<file path="src/rtl/ucseq_pkg.sv">
`timescale 1ns/1ps
package ucseq_pkg;

  // Strobes from the control FSM to the fetch datapath
  typedef struct packed {
    logic loadBase;  // capture location register
    logic clrOfs;    // restart offset at zero
    logic incOfs;    // step offset by one word
    logic emit;      // register the granted word as an instruction
  } seqStrobe_t;

  typedef enum logic {
    SEQ_IDLE = 1'b0,
    SEQ_RUN  = 1'b1
  } seqState_t;

endpackage

</file>
<file path="src/rtl/seq_datapath.sv">
`timescale 1ns/1ps
module seq_datapath
  import ucseq_pkg::*;
#(
  parameter int LOC_W     = 8,
  parameter int OFS_W     = 12,
  parameter int WORD_W    = 16,
  parameter int BLK_SHIFT = 9,
  parameter int ADDR_W    = LOC_W + BLK_SHIFT + 1,
  parameter logic [WORD_W-1:0] HALT_WORD = '1
) (
  input  logic              clk,
  input  logic              rst_n,
  input  seqStrobe_t        strb,
  input  logic [LOC_W-1:0]  locReg,
  input  logic [WORD_W-1:0] memData,
  output logic [ADDR_W-1:0] memAddr,
  output logic              isHalt,
  output logic              ofsLast,
  output logic [WORD_W-1:0] instrOut,
  output logic              instrValid
);

  logic [LOC_W-1:0]  baseLoc;
  logic [OFS_W-1:0]  ofs;
  logic [WORD_W-1:0] instrQ;
  logic              validQ;

  // base and offset registers
  always_ff @(posedge clk) begin
    if (!rst_n) begin
      baseLoc <= '0;
      ofs     <= '0;
    end else begin
      if (strb.loadBase) baseLoc <= locReg;
      if (strb.clrOfs)      ofs <= '0;
      else if (strb.incOfs) ofs <= ofs + 1'b1;
    end
  end

  // instruction output register
  always_ff @(posedge clk) begin
    if (!rst_n) begin
      instrQ <= '0;
      validQ <= 1'b0;
    end else begin
      validQ <= strb.emit;
      if (strb.emit) instrQ <= memData;
    end
  end

  assign memAddr    = ADDR_W'({baseLoc, {BLK_SHIFT{1'b0}}}) + ADDR_W'(ofs);
  assign isHalt     = (memData == HALT_WORD);
  assign ofsLast    = &ofs;
  assign instrOut   = instrQ;
  assign instrValid = validQ;

  AST_VALID_NOT_HALT: assert property (@(posedge clk) disable iff (!rst_n)
    instrValid |-> (instrOut != HALT_WORD));

endmodule

</file>
<file path="src/rtl/seq_control.sv">
`timescale 1ns/1ps
module seq_control
  import ucseq_pkg::*;
(
  input  logic       clk,
  input  logic       rst_n,
  input  logic       frameStart,
  input  logic       frameEnd,
  input  logic       ovfClr,
  input  logic       memGnt,
  input  logic       isHalt,
  input  logic       ofsLast,
  output seqStrobe_t strb,
  output logic       memReq,
  output logic       overrun
);

  seqState_t state, stateNxt;
  logic      ovfQ;
  logic      running, granted, halting, endAbort, emitNow, exhaust;

  assign running  = (state == SEQ_RUN);
  assign granted  = running && memGnt;
  // a halt granted in the same cycle as frame end still completes the pass
  assign endAbort = running && frameEnd && !(granted && isHalt);
  assign halting  = granted && isHalt && !frameStart;
  assign emitNow  = granted && !isHalt && !frameEnd && !frameStart;
  assign exhaust  = emitNow && ofsLast;

  always_comb begin
    stateNxt = state;
    if (frameStart)                        stateNxt = SEQ_RUN;
    else if (endAbort || halting || exhaust) stateNxt = SEQ_IDLE;
  end

  always_ff @(posedge clk) begin
    if (!rst_n) begin
      state <= SEQ_IDLE;
      ovfQ  <= 1'b0;
    end else begin
      state <= stateNxt;
      if (endAbort || exhaust) ovfQ <= 1'b1;
      else if (ovfClr)         ovfQ <= 1'b0;
    end
  end

  always_comb begin
    strb          = '0;
    strb.loadBase = frameStart;
    strb.clrOfs   = frameStart;
    strb.incOfs   = emitNow;
    strb.emit     = emitNow;
  end

  assign memReq  = running;
  assign overrun = ovfQ;

  AST_REQ_AFTER_START: assert property (@(posedge clk) disable iff (!rst_n)
    frameStart |=> memReq);
  AST_STOP_ON_END: assert property (@(posedge clk) disable iff (!rst_n)
    (memReq && frameEnd && !frameStart) |=> !memReq);
  AST_OVR_STICKY: assert property (@(posedge clk) disable iff (!rst_n)
    (overrun && !ovfClr) |=> overrun);
  AST_IDLE_QUIET: assert property (@(posedge clk) disable iff (!rst_n)
    (!memReq && !frameStart) |=> !memReq);

endmodule

</file>
<file path="src/rtl/ucode_pass_seq.sv">
`timescale 1ns/1ps
module ucode_pass_seq
  import ucseq_pkg::*;
#(
  parameter int LOC_W     = 8,
  parameter int OFS_W     = 12,
  parameter int WORD_W    = 16,
  parameter int BLK_SHIFT = 9,
  parameter logic [WORD_W-1:0] HALT_WORD = '1,
  localparam int ADDR_W   = LOC_W + BLK_SHIFT + 1
) (
  input  logic              clk,
  input  logic              rst_n,
  input  logic              frameStart,
  input  logic              frameEnd,
  input  logic [LOC_W-1:0]  locReg,
  input  logic              ovfClr,
  output logic              memReq,
  output logic [ADDR_W-1:0] memAddr,
  input  logic              memGnt,
  input  logic [WORD_W-1:0] memData,
  output logic [WORD_W-1:0] instrOut,
  output logic              instrValid,
  output logic              overrun
);

  seqStrobe_t strb;
  logic       isHalt;
  logic       ofsLast;

  seq_control i_ctrl (
    .clk        (clk),
    .rst_n      (rst_n),
    .frameStart (frameStart),
    .frameEnd   (frameEnd),
    .ovfClr     (ovfClr),
    .memGnt     (memGnt),
    .isHalt     (isHalt),
    .ofsLast    (ofsLast),
    .strb       (strb),
    .memReq     (memReq),
    .overrun    (overrun)
  );

  seq_datapath #(
    .LOC_W     (LOC_W),
    .OFS_W     (OFS_W),
    .WORD_W    (WORD_W),
    .BLK_SHIFT (BLK_SHIFT),
    .ADDR_W    (ADDR_W),
    .HALT_WORD (HALT_WORD)
  ) i_dp (
    .clk        (clk),
    .rst_n      (rst_n),
    .strb       (strb),
    .locReg     (locReg),
    .memData    (memData),
    .memAddr    (memAddr),
    .isHalt     (isHalt),
    .ofsLast    (ofsLast),
    .instrOut   (instrOut),
    .instrValid (instrValid)
  );

  AST_BASE_ON_START: assert property (@(posedge clk) disable iff (!rst_n)
    frameStart |=> (memAddr == ADDR_W'({$past(locReg), {BLK_SHIFT{1'b0}}})));
  AST_HOLD_NO_GRANT: assert property (@(posedge clk) disable iff (!rst_n)
    (memReq && !memGnt && !frameStart) |=> $stable(memAddr));
  AST_VALID_AFTER_GRANT: assert property (@(posedge clk) disable iff (!rst_n)
    instrValid |-> $past(memReq && memGnt));

endmodule

</file>
<file path="config.mk">
export PLATFORM = sky130hd
export DESIGN_NAME = ucode_pass_seq
export DESIGN_NICKNAME = d
export VERILOG_FILES = /design/src/rtl/ucseq_pkg.sv /design/src/rtl/seq_datapath.sv /design/src/rtl/seq_control.sv /design/src/rtl/ucode_pass_seq.sv
export SDC_FILE = /design/constraint.sdc
export NUM_CORES = 1
export LEC_CHECK = 0
export BUFFER_PORTS_ARGS = -buffer_cell sky130_fd_sc_hd__buf_2
export CORE_MARGIN = 2
export CORE_UTILIZATION = 35
export DETAILED_ROUTE_END_ITERATION = 6
export GPL_ROUTABILITY_DRIVEN = 0
export RECOVER_POWER = 100
export SLEW_MARGIN = 20
export SYNTH_ARGS = -nofsm -noshare
export SYNTH_HDL_FRONTEND = slang
export SYNTH_SLANG_ARGS = --single-unit
</file>
<file path="constraint.sdc">
create_clock -name clk -period 3.4 [get_ports clk]
set_input_delay 0 -clock clk [delete_from_list [all_inputs] [get_ports clk]]
set_output_delay 0 -clock clk [all_outputs]
set_load 0.02 [all_outputs]
</file>
==> impl_table.tex <==
\begin{tabular}{lr}
\hline
Metric & Value \\
\hline
\multicolumn{2}{l}{\textbf{STA}} \\
\quad Post-route setup TNS & 0 ps \\
\quad Setup violations, final & 0 \\
\quad Shortest clock period the worst path allows after layout & 2120 ps \\
\quad Unrepaired setup endpoints after global routing & false \\
\quad Worst-case clock skew & 7.63 ps \\
\quad Max Transition Viols Final & 0 \\
\quad Relative slew slack & 52.3\% \\
\quad Achievable clock frequency & 472 MHz \\
\quad Final number of hold-violating endpoints & 0 \\
\quad Transition time at the pin with the least slew margin & 716 ps \\
\quad Period utilisation layout & 62.2\% \\
\multicolumn{2}{l}{\textbf{Drt}} \\
\quad Antenna Violating Nets Remaining & 0 \\
\quad Wirelength per Cell & 14.0 um \\
\quad Drt via density & 5.17 \\
\quad Routed via count & 1906 \\
\quad Routed WL & 5170 um \\
\quad Violation count after the first detailed-route iteration & 89 \\
\quad DRC & 0 \\
\quad TritonRoute pass-1 iters & 4 \\
\multicolumn{2}{l}{\textbf{Synth}} \\
\quad Syn Std Cell Area & 2040 um2 \\
\quad Ranking of synthesized cells by instance count & 39 x sky130\_fd\_sc\_hd\_\_dfxtp\_1, 20 x sky130\_fd\_sc\_hd\_\_nand3\_1, 20 x sky130\_fd\_sc\_hd\_\_o21ai\_0 \\
\quad Cell type with the highest aggregate area in the netlist & sky130\_fd\_sc\_hd\_\_dfxtp\_1 \\
\quad Average size of a mapped cell & 8.98 um2 \\
\quad Post-Synthesis Net Count & 262 \\
\quad Synthesized instance count & 227 \\
\quad Yosys warning total & 0 \\
\quad Most frequently used cell type in the post-synthesis netlist & sky130\_fd\_sc\_hd\_\_dfxtp\_1 \\
\quad Biggest area contributors in the synthesized netlist & sky130\_fd\_sc\_hd\_\_dfxtp\_1 38\%, sky130\_fd\_sc\_hd\_\_a21boi\_0 5.5\%, sky130\_fd\_sc\_hd\_\_nand3\_1 4.9\% \\
\quad Register area share after synthesis & 38.3\% \\
\quad Share of synthesized flip-flops with an asynchronous set or reset & 0\% \\
\quad Number of flops mapped to enable cells by yosys & 0 \\
\quad Post-synthesis register bit count & 39 \\
\quad Primary FF master, synth & sky130\_fd\_sc\_hd\_\_dfxtp\_1 \\
\quad Area fraction of the dominant cell type after synthesis & 38.3\% \\
\quad Unique cell type count in the Yosys netlist & 43 \\
\multicolumn{2}{l}{\textbf{Floorplan}} \\
\quad Initial Util & 36.6\% \\
\quad Placeable core area & 5570 um2 \\
\quad Placement Rows & 27 \\
\quad Area of the die & 6450 um2 \\
\quad Die W & 80.3 um \\
\quad Die Height & 80.3 um \\
\quad \# IOs & 67 \\
\multicolumn{2}{l}{\textbf{Job}} \\
\quad Number of maximum-capacitance constraint violations & 0 \\
\multicolumn{2}{l}{\textbf{Setup path}} \\
\quad Start-to-end type of the worst setup path & reg -> out \\
\quad Signal arrival time at the worst endpoint & 2120 ps \\
\quad Worst endpoint required time & 3400 ps \\
\quad CP Cell Sequence & ha\_1 -> inv\_1 -> fa\_1 -> nor2b\_1 -> o2111ai\_1 -> xnor2\_1 -> clkbuf\_1 \\
\quad CP max-delay cell & sky130\_fd\_sc\_hd\_\_dfxtp\_1 \\
\quad Largest driver fanout on the critical path & 5 \\
\quad CP max stage delay & 410 ps \\
\quad Kind of end point of the critical path & primary output \\
\quad Kind of start point of the critical path & flop \\
\multicolumn{2}{l}{\textbf{Cells and area}} \\
\quad Post-Route Utilization & 45.4\% \\
\quad Nets & 331 \\
\quad Number of antenna cells inserted & 0 \\
\quad Share of cells above drive strength 1 & 14.8\% \\
\quad Layout-stage area growth over the synthesis result & 24.1\% \\
\multicolumn{2}{l}{\textbf{GRT}} \\
\quad Global-route wire length before repair & 8320 um \\
\quad Pin count of the biggest net entering global routing & 31 \\
\quad Remaining Overflow, GRT & 0 \\
\quad GR Util All Layers & 16.3\% \\
\quad Antenna violations before repair & 0 \\
\quad Number of global-route vias before repair & 1795 \\
\multicolumn{2}{l}{\textbf{CTS}} \\
\quad Number of clock buffers inserted by TritonCTS & 5 \\
\quad Total number of clock tree sinks & 39 \\
\quad Clock latency reported for the late side of the worst-skew pair & 280 ps \\
\quad Reg clk slew, reported paths & 70 ps \\
\quad CTS HTree Levels & 2 \\
\quad CTS Buffer Depth & 2 \\
\quad CTS tree & yes \\
\quad Clk root buf & sky130\_fd\_sc\_hd\_\_clkbuf\_8 \\
\multicolumn{2}{l}{\textbf{Status}} \\
\quad Run status & finished, final reports clean \\
\multicolumn{2}{l}{\textbf{Power}} \\
\quad Sw Ratio & 24.7\% \\
\quad Leak Pwr & 0.000981 uW \\
\quad Share of power burned in the clock network & 33.8\% \\
\quad Pint & 661 uW \\
\quad Peak supply drop & 0.178 mV \\
\quad PwrDens & 346 nW/um2 \\
\quad Switching component of the power & 216 uW \\
\quad Reg power frac & 54.4\% \\
\quad Combinational cell fraction of total power & 11.9\% \\
\multicolumn{2}{l}{\textbf{Placement}} \\
\quad Final HPWL DP & 3530 um \\
\quad Count of buffers inserted at the top-level ports & 66 \\
\multicolumn{2}{l}{\textbf{Min path}} \\
\quad Path class of the lowest-slack min-delay path & in -> reg \\
\hline
\end{tabular}
-- cells by family (layout without fill, tap and decap cells) --
group / count (synthesis) / after routing / synth area share, %
AOI/OAI and AO/OA: 63 / 63 / 20.4
muxes: 9 / 9 / 4.42
xor gates and xnor gates: 6 / 6 / 2.58
adders and majority gates: 5 / 5 / 3.44
buffers and inverters: 30 / 100 / 8.28
DFF: 39 / 39 / 38.3
and+or+nand+nor: 75 / 75 / 22.6
-- area by class of cell --
class	instances	area (um2)
fill	605	3040
clock inverter	1	5.00
tap	72	90.1
sequential	39	781
timing repair buffer	86	479
inverter	6	22.5
multi-input combinational	158	1080
clock buffer	7	76.3
-- layer usage --
metal	part of all wire, %	track usage [%]	vias to the layer above
met1	47	21.3	900
met4	1.3	4.24	0
met5	0	0	-
li1	-	-	959
met3	3.8	3.93	6
met2	48	26.8	41
-- power groups by stage --
stage	clock [uW]	combinational, uW	sequential [uW]
floorplan	0	47.8	491
detailed placement	0	92.2	487
global placement	0	91.9	487
finish	296	104	477
global route	323	114	478
CTS	308	107	476
-- repair_timing --
item / in CTS / in global routing
hold buffers: 17 / 0
endpoints found under the hold margin: 17 / 0
buffers inserted: 0 / 0
resized for setup: 0 / 0
-- cells in the final DEF, fill, tap and decap left out, types with 2 or more instances in the layout --
| cell | Yosys | layout |
|---|---|---|
| sky130_fd_sc_hd__clkbuf_1 | 6 | 40 |
| sky130_fd_sc_hd__dfxtp_1 | 39 | 39 |
| sky130_fd_sc_hd__buf_2 | 3 | 28 |
| sky130_fd_sc_hd__o21ai_0 | 20 | 20 |
| sky130_fd_sc_hd__nand3_1 | 20 | 20 |
| sky130_fd_sc_hd__a21boi_0 | 15 | 17 |
| sky130_fd_sc_hd__dlygate4sd3_1 | 0 | 17 |
| sky130_fd_sc_hd__nor2b_1 | 10 | 10 |
| sky130_fd_sc_hd__nand2_1 | 10 | 10 |
| sky130_fd_sc_hd__a21oi_1 | 8 | 9 |
| sky130_fd_sc_hd__mux2i_1 | 9 | 9 |
| sky130_fd_sc_hd__nor2_1 | 7 | 7 |
| sky130_fd_sc_hd__nand4_1 | 7 | 7 |
| sky130_fd_sc_hd__inv_1 | 6 | 6 |
| sky130_fd_sc_hd__or4_1 | 3 | 5 |
| sky130_fd_sc_hd__and3_1 | 5 | 5 |
| sky130_fd_sc_hd__a31oi_1 | 5 | 5 |
| sky130_fd_sc_hd__clkbuf_8 | 0 | 5 |
| sky130_fd_sc_hd__xnor2_1 | 4 | 4 |
| sky130_fd_sc_hd__a41o_2 | 4 | 4 |
| sky130_fd_sc_hd__ha_1 | 4 | 4 |
| sky130_fd_sc_hd__o31ai_1 | 3 | 3 |
| sky130_fd_sc_hd__xor2_1 | 2 | 2 |
| sky130_fd_sc_hd__nand4_2 | 2 | 2 |
| sky130_fd_sc_hd__and4_1 | 1 | 2 |
| sky130_fd_sc_hd__or3_1 | 2 | 2 |
| sky130_fd_sc_hd__buf_4 | 9 | 2 |
-- per-stage QoR --
step           total power [uW]  hold slack (ps)  cell area, um2  setup WS (ps)  std cells
3_3_place_gp                579              256            2330           1610        343
3_5_place_dp                579              265            2330           1620        343
2_1_floorplan               539              147            2040           1750        227
4_1_cts                     892             5.69            2580           1330        368
5_1_grt                     915             12.0            2530           1130        369
6_report                    877             9.40            2530           1280        369
-- sequential cells by signal, indices dropped and copies added (netlist names) --
name / count
i_dp.instrValid: 1
i_dp.ofs: 12
i_dp.instrOut: 16
i_ctrl.overrun: 1
i_dp.baseLoc: 8
i_ctrl.memReq: 1
-- worst paths after layout --
path / from / endpoint / slack [ps] / depth (start not counted)
setup / recovery: i_dp.ofs[9] / memAddr[15] / 1280 / 7
hold / removal: memData[5] / i_dp.instrOut[5] / 9 / 3
setup reg to reg: i_ctrl.memReq / i_dp.ofs[7] / 1580 / 4
hold reg to reg: i_dp.instrOut[6] / i_dp.instrOut[6] / 480 / 2
-- worst max-delay path, delay by kind of cell (launching register included) --
kind | cells | cell delay [ps]
adders and majority gates | 2 | 600
buffers and inverters | 2 | 300
and+or+nand+nor | 1 | 180
AOI/OAI and AO/OA | 1 | 170
DFF | 1 | 410
xor gates and xnor gates | 1 | 170
(Power assumes the default switching activity.)
